===== config.mk =====
export PLATFORM = sky130hd
export DESIGN_NAME = pbus_front
export DESIGN_NICKNAME = d
export VERILOG_FILES = /design/src/rtl/pbus_front.sv
export SDC_FILE = /design/constraint.sdc
export NUM_CORES = 1
export LEC_CHECK = 0
export BUFFER_PORTS_ARGS = -buffer_cell sky130_fd_sc_hd__buf_2
export CAP_MARGIN = 20
export CORE_UTILIZATION = 32
export CTS_BUF_LIST = sky130_fd_sc_hd__clkbuf_2 sky130_fd_sc_hd__clkbuf_4 sky130_fd_sc_hd__clkbuf_8
export DETAILED_ROUTE_END_ITERATION = 8
export GPL_ROUTABILITY_DRIVEN = 1
export PLACE_DENSITY = 0.91
export SYNTH_ARGS = -nofsm -noshare
export SYNTH_HDL_FRONTEND = slang
export SYNTH_SLANG_ARGS = --single-unit

===== constraint.sdc =====
create_clock -name clk -period 1.44 [get_ports clk]
set_input_delay 0.072 -clock clk [delete_from_list [all_inputs] [get_ports clk]]
set_output_delay 0.072 -clock clk [all_outputs]
set_load 0.05 [all_outputs]

===== src/rtl/pbus_front.sv =====
module pbus_front #(
  parameter int AW  = 5,
  parameter int DW  = 8,
  parameter int NWR = 25,
  parameter int NRD = 4
) (
  input  logic              clk,
  input  logic              rst,
  input  logic              phi2,
  input  logic              cs_n,
  input  logic              rw,
  input  logic [AW-1:0]     addr,
  input  logic [DW-1:0]     wdata,
  input  logic [NRD*DW-1:0] rd_vals,
  output logic [AW-1:0]     adr_t,
  output logic [AW-1:0]     adr_c,
  output logic              we_n,
  output logic [DW-1:0]     ibus,
  output logic [NWR-1:0]    wr_stb,
  output logic [DW-1:0]     rdata
);
  localparam int RD_BASE = NWR;

  logic wr_cond;
  logic wr_cond_q;
  logic rd_cond;

  assign wr_cond = ~cs_n & ~rw & phi2;
  assign rd_cond = ~rst & ~cs_n & rw & phi2;

  always_ff @(posedge clk) begin
    if (rst) wr_cond_q <= 1'b0;
    else     wr_cond_q <= wr_cond;
  end

  assign adr_t = rst ? '0 : addr;
  assign adr_c = rst ? '0 : ~addr;
  assign we_n  = ~(rst | (wr_cond & wr_cond_q));
  assign ibus  = rst ? '0 : wdata;

  generate
    for (genvar r = 0; r < NWR; r++) begin : g_wdec
      localparam logic [AW-1:0] CODE = AW'(r);
      logic [AW-1:0] rail;
      for (genvar b = 0; b < AW; b++) begin : g_bit
        assign rail[b] = CODE[b] ? adr_c[b] : adr_t[b];
      end
      assign wr_stb[r] = ~we_n & ~(|rail);
    end
  endgenerate

  logic [NRD-1:0] rd_hit;

  generate
    for (genvar k = 0; k < NRD; k++) begin : g_rdec
      localparam logic [AW-1:0] CODE = AW'(RD_BASE + k);
      logic [AW-1:0] rail;
      for (genvar b = 0; b < AW; b++) begin : g_bit
        assign rail[b] = CODE[b] ? adr_c[b] : adr_t[b];
      end
      assign rd_hit[k] = rd_cond & ~(|rail);
    end
  endgenerate

  always_comb begin
    rdata = '0;
    for (int k = 0; k < NRD; k++) begin
      if (rd_hit[k]) rdata = rdata | rd_vals[k*DW +: DW];
    end
  end
endmodule


==> results.txt, run 1 <==
- The run finished with clean final reports.
* I/O pin total: just over 100
* Die height: a little over 50 um
- Once the clock tree was built, the setup fixing pass inserted 0 buffers.
* DIE AREA: 2617 um2
* Residual DRC: 0
* Leading cell types by count after synthesis: nor2b_1, nand2_1, a21o_1
- Setup slack closes at 0.03451 ns.
- Clock-pin transition on the worst setup and hold timing paths: 0 ns
* Worst Max-Slew Pin Slew: 0.3251 ns
- Worst max-slew margin expressed relative to the limit: 0.7827
* Max-capacitance violation count: 0
- The detailed router finished its first iteration with 11 violations.
* Routability cong.: about 0.82
* Antenna diode instance count: 0
- The smallest clock period supported by the final layout is computed as 1.405 ns.
- Cell Rows: 17
* Antenna violations before repair: 0
- Static timing analysis puts the maximum clock frequency at 0.7115 GHz.
- Once detail routing completed, the nets flagged for antenna violations numbered 0.
- STA puts the critical path data required time at 1.37 ns.
- Detail Placement HPWL: 2845 um
- Share of async-settable or async-resettable flops after synthesis: 0
* Power Dens Cells: 390.5 nW/um2
- For this run, the number of Yosys warnings is 0.
* Count of buffers inserted at the top-level ports: 101
* Sort of element at the start of the critical path: flip-flop
* Post-synthesis instance area: 773.2 um2
- Synth top area cells: nor2b_1, mux2_2, a32oi_1, a21o_1, o31ai_4
- Total Routing Usage GR: 0.2508
- Layout-stage area growth over the synthesis result: 113.6%
* Flip-flop cell with the highest count after synthesis: dfxtp_1
* Number of enable flip-flop cells after synthesis: 0
- Largest net degree at the start of global routing: 29
* First-pass detailed-route iteration total: 4
* IR Drop Worst-Case VDD: 282.4 uV
- The first global-routing pass estimated 5154 um of wire.
- Across all layers, the routed design uses 1298 vias.
- Worst path arrival time: roughly 1.3 ns
* Routed Wire Length: 3321 um
- In the post-synthesis netlist, the cell with the most instances is nor2b_1.
* Leak: 0.8390 nW
- At the placement stage, the worst setup path has a slack of -0.06533 ns.
* Largest register by flop count: wr_cond_q
* Die Span X: 51.16 um
* Part of the Yosys area used for sequential elements: 0.02589
- Max reg flops: 1
- After synthesis, the mean cell area works out to 6.843 um2.
- After clock tree synthesis, the flow added hold-fix buffers numbering 0.
- Biggest registers after layout: wr_cond_q: 1 flops
- Per-cell routed wire length: 13.02 um
* Via count of the first global-routing pass: 1256
- The number of hold violations in the final report was 0.
* Distinct cell type count after synthesis: 31
* Cell type with the highest aggregate area in the netlist: nor2b_1
* Mapped Nets: 163
- In this run the worst path has a maximum fanout of 6.
- Of the available clock period, the critical path in the final layout requires 0.9760.
- The worst setup path is of the reg -> out kind.
* Number of vias per cell after detailed routing: 5.090
- The initial utilization of the core area, before any placement, comes to 0.3430.
* Slew Limit Fails: 0
- Worst Setup End Kind: output port
- Portion of synthesized cell area occupied by the leading cell type: 0.1294
- Worst hold-check path type: in -> reg
- Counting flops and latches in the post-synthesis netlist gives 1.
- Post-synthesis cell count: 113
- In the final design database the tool counted 279 nets.
- Pwr Total: 0.6449 mW
- In this run the standard cell core region covers roughly 2300 um2.
- Final setup violation count: 0
- The total overflow left after global routing is 0.
- In the final layout, the share of cells above drive strength 1 is 0.7269.
-- through the flow --
stage          hold WS [ns]  utilization    TNS [ns]  cell area (um2)  std cells
3_5_place_dp         0.3497       0.7153    -0.09109             1613        255
3_3_place_gp         0.3479       0.7153    -0.03802             1613        255
4_1_cts              0.3497       0.7214           0             1627        255
5_1_grt              0.3655       0.7325  -0.0003291             1652        255
2_1_floorplan        0.1419            -      -1.549            945.9        113
6_report             0.3459       0.7325           0             1652        255
-- cells by family after synthesis --
group | Yosys count | synth area share
flip-flops | 1 | 0.02589
AO/OA/AOI/OAI | 41 | 0.3932
AND/OR/NAND/NOR | 50 | 0.3900
multiplexers | 8 | 0.1165
buffers and inverters | 13 | 0.07443
-- metal layers --
layer	global-route usage	part of all wire	vias up
li1	-	-	653
met1	0.2566	0.37	567
met2	0.5417	0.54	74
met3	0.01488	0.076	4
met4	0.03704	0.0087	0
met5	0	0	-
-- path summary, 6_finish.rpt --
kind / from / to / slack, ns / depth (start not counted)
setup / recovery: wr_cond_q / wr_stb[20] / 0.03 / 6
hold / removal: cs_n / wr_cond_q / 0.35 / 3
-- report_power, final --
part | total (mW) | internal (mW) | switching, mW
registers | 0.0300 | 0.0292 | 0.000781
clock network | 0 | 0 | 0
logic | 0.615 | 0.205 | 0.410
-- critical path, cell delays in order, from the launching register on --
cell and delay, ns:
dfxtp_2 0.33, nand4bb_4 0.12, buf_4 0.19, nor3_1 0.15
buf_4 0.15, a21o_1 0.13, buf_2 0.26
-- cell type report --
| class | instances | area [um2] |
|---|---|---|
| inverter | 3 | 11.26 |
| timing repair buffer | 124 | 701.9 |
| sequential | 1 | 21.27 |
| tap | 28 | 35.03 |
| fill | 191 | 603.1 |
| multi-input combinational | 99 | 882.1 |
-- cells in the final DEF (no fill, tap or decap) --
cell	count
nand4_1	1
nor4b_1	1
buf_2	93
a21o_1	9
clkbuf_4	6
a32oi_1	8
inv_1	2
nor3_1	2
nor2b_1	15
nand4bb_4	1
a21oi_2	5
o41ai_4	2
o21ai_2	8
clkinv_1	1
buf_4	24
nor3b_2	1
nor3_2	1
and4bb_2	1
nor2_1	8
o41ai_2	1
nand2_1	11
a21oi_4	3
o21ai_4	2
mux2_2	8
dfxtp_2	1
and2b_1	1
buf_6	1
nand3_2	2
or3_4	1
nand2b_1	2
o31ai_4	3
or2_1	1
nor2b_4	1
-- timing repair --
item	CTS	global route
setup endpoints to repair	3	10
pin swaps	0	1
gates resized for setup	4	8
hold endpoints to repair	0	0
(Power assumes the default switching activity.)
==> inputs of run 2 (changes only) <==
- RECOVER_POWER: unset -> 100
==> results.txt, run 2 (synthesis gave the netlist of run 1 again) <==
- The flow ran to the end, and the final reports show no timing, DRC or antenna violations.
- The setup path with the least slack is of type reg -> out.
* Kind of cell adding the most delay to the critical path: buffers and inverters
* Hold Crit Start: cs_n
* Worst Max-Slew Pin Slew: 0.6156 ns
* Max-capacitance violation count: 0
* First-pass detailed-route iteration total: 2
* Leak: 0.7668 nW
* Delay contributed by the slowest stage of the critical path: around 0.33 ns
- First-pass GRT wire length: between 5000 and 6000 um
* CP most frequent cell: buf_4
- For the final routed database, the setup TNS stands at 0 ns.
- More flip-flops sit in one register than any other, and that register is wr_cond_q.
- Measured along the x axis, the die boundary spans 51.16 um.
* Antenna diode instance count: 0
- The area growth from synthesis to layout is 109.5%.
* Worst hold-check path type: in -> reg
* Pwr Total: 0.6360 mW
* Start point of the critical path: wr_cond_q
- STA classifies the critical path endpoint as an output port.
- Of the cells placed in the final design, the portion with a size suffix greater than 1 is 0.6432.
* Worst path arrival time: roughly 1.3 ns
- The worst path needs 1.406 ns of the cycle, external delays included.
- Effective utilization at floorplan: 0.3430
* Critical path cell sequence: nand4bb_4, buf_4, nor3_1, buf_4, a21o_1, buf_2
* Final Cycle Share: 0.9761
- For this design, the slowest cell found on the critical path is dfxtp_2.
- The largest registers in the layout are wr_cond_q: 1 flops.
- Routed Wire Length: around 3300 um
* Sort of element at the start of the critical path: flip-flop
- Post-CTS timing repair inserted 0 buffers for setup.
- Once detail routing completed, the nets flagged for antenna violations numbered 0.
- For hold timing, the worst endpoint is wr_cond_q.
- For this block, the initial DRC count from the detailed router was 8.
- Worst EP required: roughly 1.4 ns
- Routability cong.: 0.8210
* Leading cell type in the layout, fill and taps excluded: buf_2
* Detail Placement HPWL: 2845 um
- Clock-pin slew was measured on the worst setup and hold paths at 0 ns.
- Count of buffers inserted at the top-level ports: slightly above 100
* IR Drop Worst-Case VDD: 281.6 uV
- Final Hold Viols: 0
- Via count of the first global-routing pass: 1256
* Die height: 51.16 um
- Hold depth: 3
* Slew Limit Fails: 0
- For this design the ratio of total power to cell area is 392.5 nW/um2.
* Residual DRC: 0
- Max reg flops: 1
* CP Buf/Inv Count: 3
- In this run the number of cells on the critical path is 6.
* Vias: 1296
- Maximum achievable frequency: 0.7115 GHz
- The die covers 2617 um2.
* Post-Route Utilization: 0.7186
- Number of vias per cell after detailed routing: 5.082
- Worst max-slew margin expressed relative to the limit: 0.5914
- The initial antenna violation count was 0.
* Final setup violation count: 0
* Most used cells in the layout excluding fill and tap cells: buf_2, clkbuf_2, buf_4
* Cell Rows: 17
- After detailed routing, the average wire length per cell comes to 13.13 um.
- Total Routing Usage GR: 0.2508
* Core Area: approximately 2300 um2
- Post-layout nets: 279
- Largest net degree at the start of global routing: 29
* Max Fanout on Critical Path: 6
- Filler Cell Count: roughly 200
* I/O pin total: approximately 100
- Overall overflow remaining after global route: 0
[run 2: cell count changes in the layout (fill, tap and decap cells not counted)]
cell,delta
clkbuf_2,+24
clkbuf_1,+19
buf_2,-40
clkbuf_4,-3
[run 2: cell type report]
type                            instances  area, um2  share of cell area
Multi-Input combinational cell         99      882.1              0.5444
Timing Repair Buffer                  124      670.6              0.4139
Tap cell                               28      35.03             0.02162
Sequential cell                         1      21.27             0.01313
Inverter                                3      11.26            0.006950
[run 2: report_power, final]
group,switching (mW),internal [mW],total (mW)
combinational,0.412,0.194,0.606
clock,0,0,0
sequential,0.000790,0.0292,0.0300
total,0.413,0.223,0.636
[run 2: timing repair]
item                       CTS  global route
pin swaps                    0             1
cloned                       0             0
resized for setup            4             8
hold buffers                 0             0
setup endpoints to repair    3            10
[run 2: worst max path at each step]
stage               slack [ns]    endpoint
floorplan                -0.20  wr_stb[23]
global placement         -0.04   wr_stb[0]
detailed placement       -0.07   wr_stb[0]
CTS                       0.02   wr_stb[0]
global route           -0.0003  wr_stb[20]
finish                    0.03  wr_stb[20]
[run 2: layer usage]
metal | routed length, um | global-route usage
met1 | 1271 | 0.2566
met2 | 1789 | 0.5417
met3 | 257 | 0.01488
met4 | 29 | 0.03704
met5 | 0 | 0
[run 2: through the flow]
step                      cells  setup slack, ns  hold WS (ns)  area [um2]
after global placement      255         -0.03802        0.3479        1613
after CTS                   255          0.01571        0.3497        1627
final                       255          0.03443        0.3460        1620
after global routing        255       -0.0003287        0.3655        1620
after floorplan             113          -0.2010        0.1419       945.9
after detailed placement    255         -0.06533        0.3497        1613
[run 2: tightest hold or removal path: stages]
cell and delay, ns:
buf_2 0.09, buf_4 0.10, nor4b_1 0.04
==> inputs of run 3 (changes only) <==
- ABC_AREA: unset -> 1
- CORE_ASPECT_RATIO: unset -> 2
- CORE_UTILIZATION: 32 -> 36
- PLACE_DENSITY: 0.91 -> 0.93
- TNS_END_PERCENT: unset -> 10
==> results.txt, run 3 <==
* Hold depth: 2
- The number of different library cells used by synthesis comes to 19.
- Before antenna repair, the detailed router went through 4 iterations.
* Core Area: 2409 um2
- Biggest registers after layout: wr_cond_q: 1 flops
- Sort of element at the start of the critical path: input pin
- Detail Placement HPWL: 3132 um
- #FFs+latches synth: 1
* Hold Crit Start: rst
- Traced cell by cell, the critical path runs through clkbuf_4, buf_4, nor2_2, nor2_4, nand3_1, nand2_1, inv_1, nand2_1, buf_2.
* Overall overflow remaining after global route: 0
* Count of nets left with antenna violations after detail routing: 0
* Post-placement worst setup slack: 0.03602 ns
- Die height: 74.01 um
* Largest net degree at the start of global routing: 17
- Clock-pin transition on the worst setup and hold timing paths: 0 ns
- In this run the count of I/O pins placed on the die edge is 102.
- The first global-routing pass estimated 5409 um of wire.
- Via count of the first global-routing pass: 1433
* Number of vias per cell after detailed routing: just under 5
* Slew Limit Fails: 0
* Worst max-slew margin expressed relative to the limit: 0.5937
- The initial utilization of the core area, before any placement, comes to 0.3875.
- Outcome: complete, no violations
- After detailed routing, the number of remaining DRC violations is 0.
- Derived from the worst setup path, the maximum achievable clock frequency is 0.7340 GHz.
- Die Span X: 38.01 um
* Flip-flop cell with the highest count after synthesis: dfxtp_1
- At the pin with the least slew margin, the transition time is 0.6121 ns.
- Most used cells in the layout excluding fill and tap cells: buf_2, inv_1, nand2_1
- Final Hold Viols: 0
- For the worst setup path, the data required time is 1.37 ns.
- Number of enable flip-flop cells after synthesis: 0
- Post-synthesis cell count: about 190
* Fin Hold WS: around 0.39 ns
- At the worst endpoint, the arrival time is 1.29 ns.
- In this design, the critical path's most frequently occurring cell is nand2_1.
- Critical path's slowest cell: buf_2
- Each instance of the synthesized netlist takes up on average 5.018 um2.
- Antenna violations before repair: 0
- Max-capacitance violation count: 0
- After detailed routing, the average wire length per cell comes to 11.40 um.
- Portion of synthesized cell area occupied by the leading cell type: 0.1930
* Worst hold-check path type: in -> reg
- Leak: 1.033 nW
* Hold Path Sink: wr_cond_q
* Max Fanout on Critical Path: 9
- The count of buffers added on input and output ports is 101.
- Part of the Yosys area used for sequential elements: 0.02145
- Unrepaired setup endpoints after global routing: false
* Fraction of layout cells with a size suffix above 1: 0.4646
- Across every metal layer, demand over resource in global routing totals 0.2503.
* Leading cell type in the layout, fill and taps excluded: buf_2
- Of all flip-flops after synthesis, the portion carrying an async set or reset was 0.
- The worst setup path is captured at an output port.
- Max reg flops: 1
- The worst setup path is of the in -> out kind.
- Relative to the synthesized area, the layout overhead comes to 76.01%.
- IR Drop Worst-Case VDD: 293.5 uV
- Routability cong.: ~0.89
- The number of antenna diodes in the final layout is 0.
- By count the netlist is led by inv_1, nand2_1, nand3_1, nor2_1, nor3_1.
* Violation count after the first detailed-route iteration: 25
* Number of hold-repair buffers added at the cts stage: 0
- The die covers around 2800 um2.
- Post-route minimum period: 1.362 ns
- Power Dens Cells: 428.2 nW/um2
* Mapped Nets: 236
- Synth top area cells: nand3_1, inv_1, nand2_1, nor2_1, nor2_4
- After floorplanning, the core was divided into 25 placement rows.
- Dividing the final minimum period by the clock period gives 0.9461.
- Most common cell in the netlist: inv_1
* Vias: approximately 1600
- Setup slack closes at 0.07757 ns.
- In the final design database the tool counted 349 nets.
* Cell type with the highest aggregate area in the netlist: nand3_1
- The synthesized netlist occupies a cell area of a little over 900 um2.
* Final setup violation count: 0
* Delay contributed by the slowest stage of the critical path: 0.25 ns
* Routed Wire Length: around 3700 um
- The register with the most flip-flops in the final layout is wr_cond_q.
- Total number of yosys warnings: 0
run 3: changes by cell type after synthesis, sizes merged, moves of 9 or more:
cell | previous run | this run
a21o | 9 | 0
o21ai | 10 | 1
nor3 | 3 | 12
inv | 2 | 42
nand3 | 2 | 36
nor2b | 16 | 0
nand2 | 11 | 47
nor2 | 8 | 41
run 3: cell type report:
type,instances,area (um2)
repair buffers,114,616.8
fillers,214,765.7
well taps,27,33.78
flip-flops and latches,1,20.02
multi-input cells,140,809.5
inverters,42,162.7
run 3: worst max path at each step:
stage / from / to / slack (ns)
after floorplan: rst / wr_stb[17] / -0.20
after global routing: rst / wr_stb[14] / 0.006
after CTS: rst / rdata[7] / 0.04
after detailed placement: rst / rdata[7] / 0.04
final: rst / rdata[1] / 0.08
after global placement: rst / rdata[0] / 0.05
run 3: what timing repair did:
action | 4_1_cts | 5_1_grt
gates resized for setup | 0 | 15
setup endpoints to repair | 0 | 12
setup buffers | 0 | 1
run 3: where the power goes:
part	switching, mW	total (mW)	internal, mW
sequential	0.000201	0.0292	0.0290
combinational	0.494	0.674	0.180
clock	0	0	0
run 3: routing by layer:
metal	vias to the layer above	global-route usage	part of all wire	wire, um
met5	-	0	0	0
met4	0	0.08333	0.019	72
met2	83	0.5307	0.57	2103
li1	792	-	-	-
met3	8	0.03881	0.074	272
met1	691	0.2110	0.34	1244
run 3: cells by family after synthesis:
logic type / share of synthesized area
buffers and inverters: 0.2225
and+or+nand+nor: 0.7359
DFF: 0.02145
AOI/OAI and AO/OA: 0.02011
run 3: worst max-delay path: cells and delay by family:
| family | cells | cell delay [ns] |
|---|---|---|
| buf+inv | 4 | 0.67 |
| simple gates | 5 | 0.55 |
run 3: stage by stage:
stage | util | power (mW) | TNS, ns | cells | instance area, um2
after floorplan | - | 0.4978 | -2.363 | 186 | 1011
after global placement | 0.6623 | 0.6805 | 0 | 322 | 1595
after detailed placement | 0.6623 | 0.6889 | 0 | 322 | 1595
after CTS | 0.6623 | 0.6910 | 0 | 322 | 1595
after global routing | 0.6821 | 0.7431 | 0 | 324 | 1643
final | 0.6821 | 0.7035 | 0 | 324 | 1643
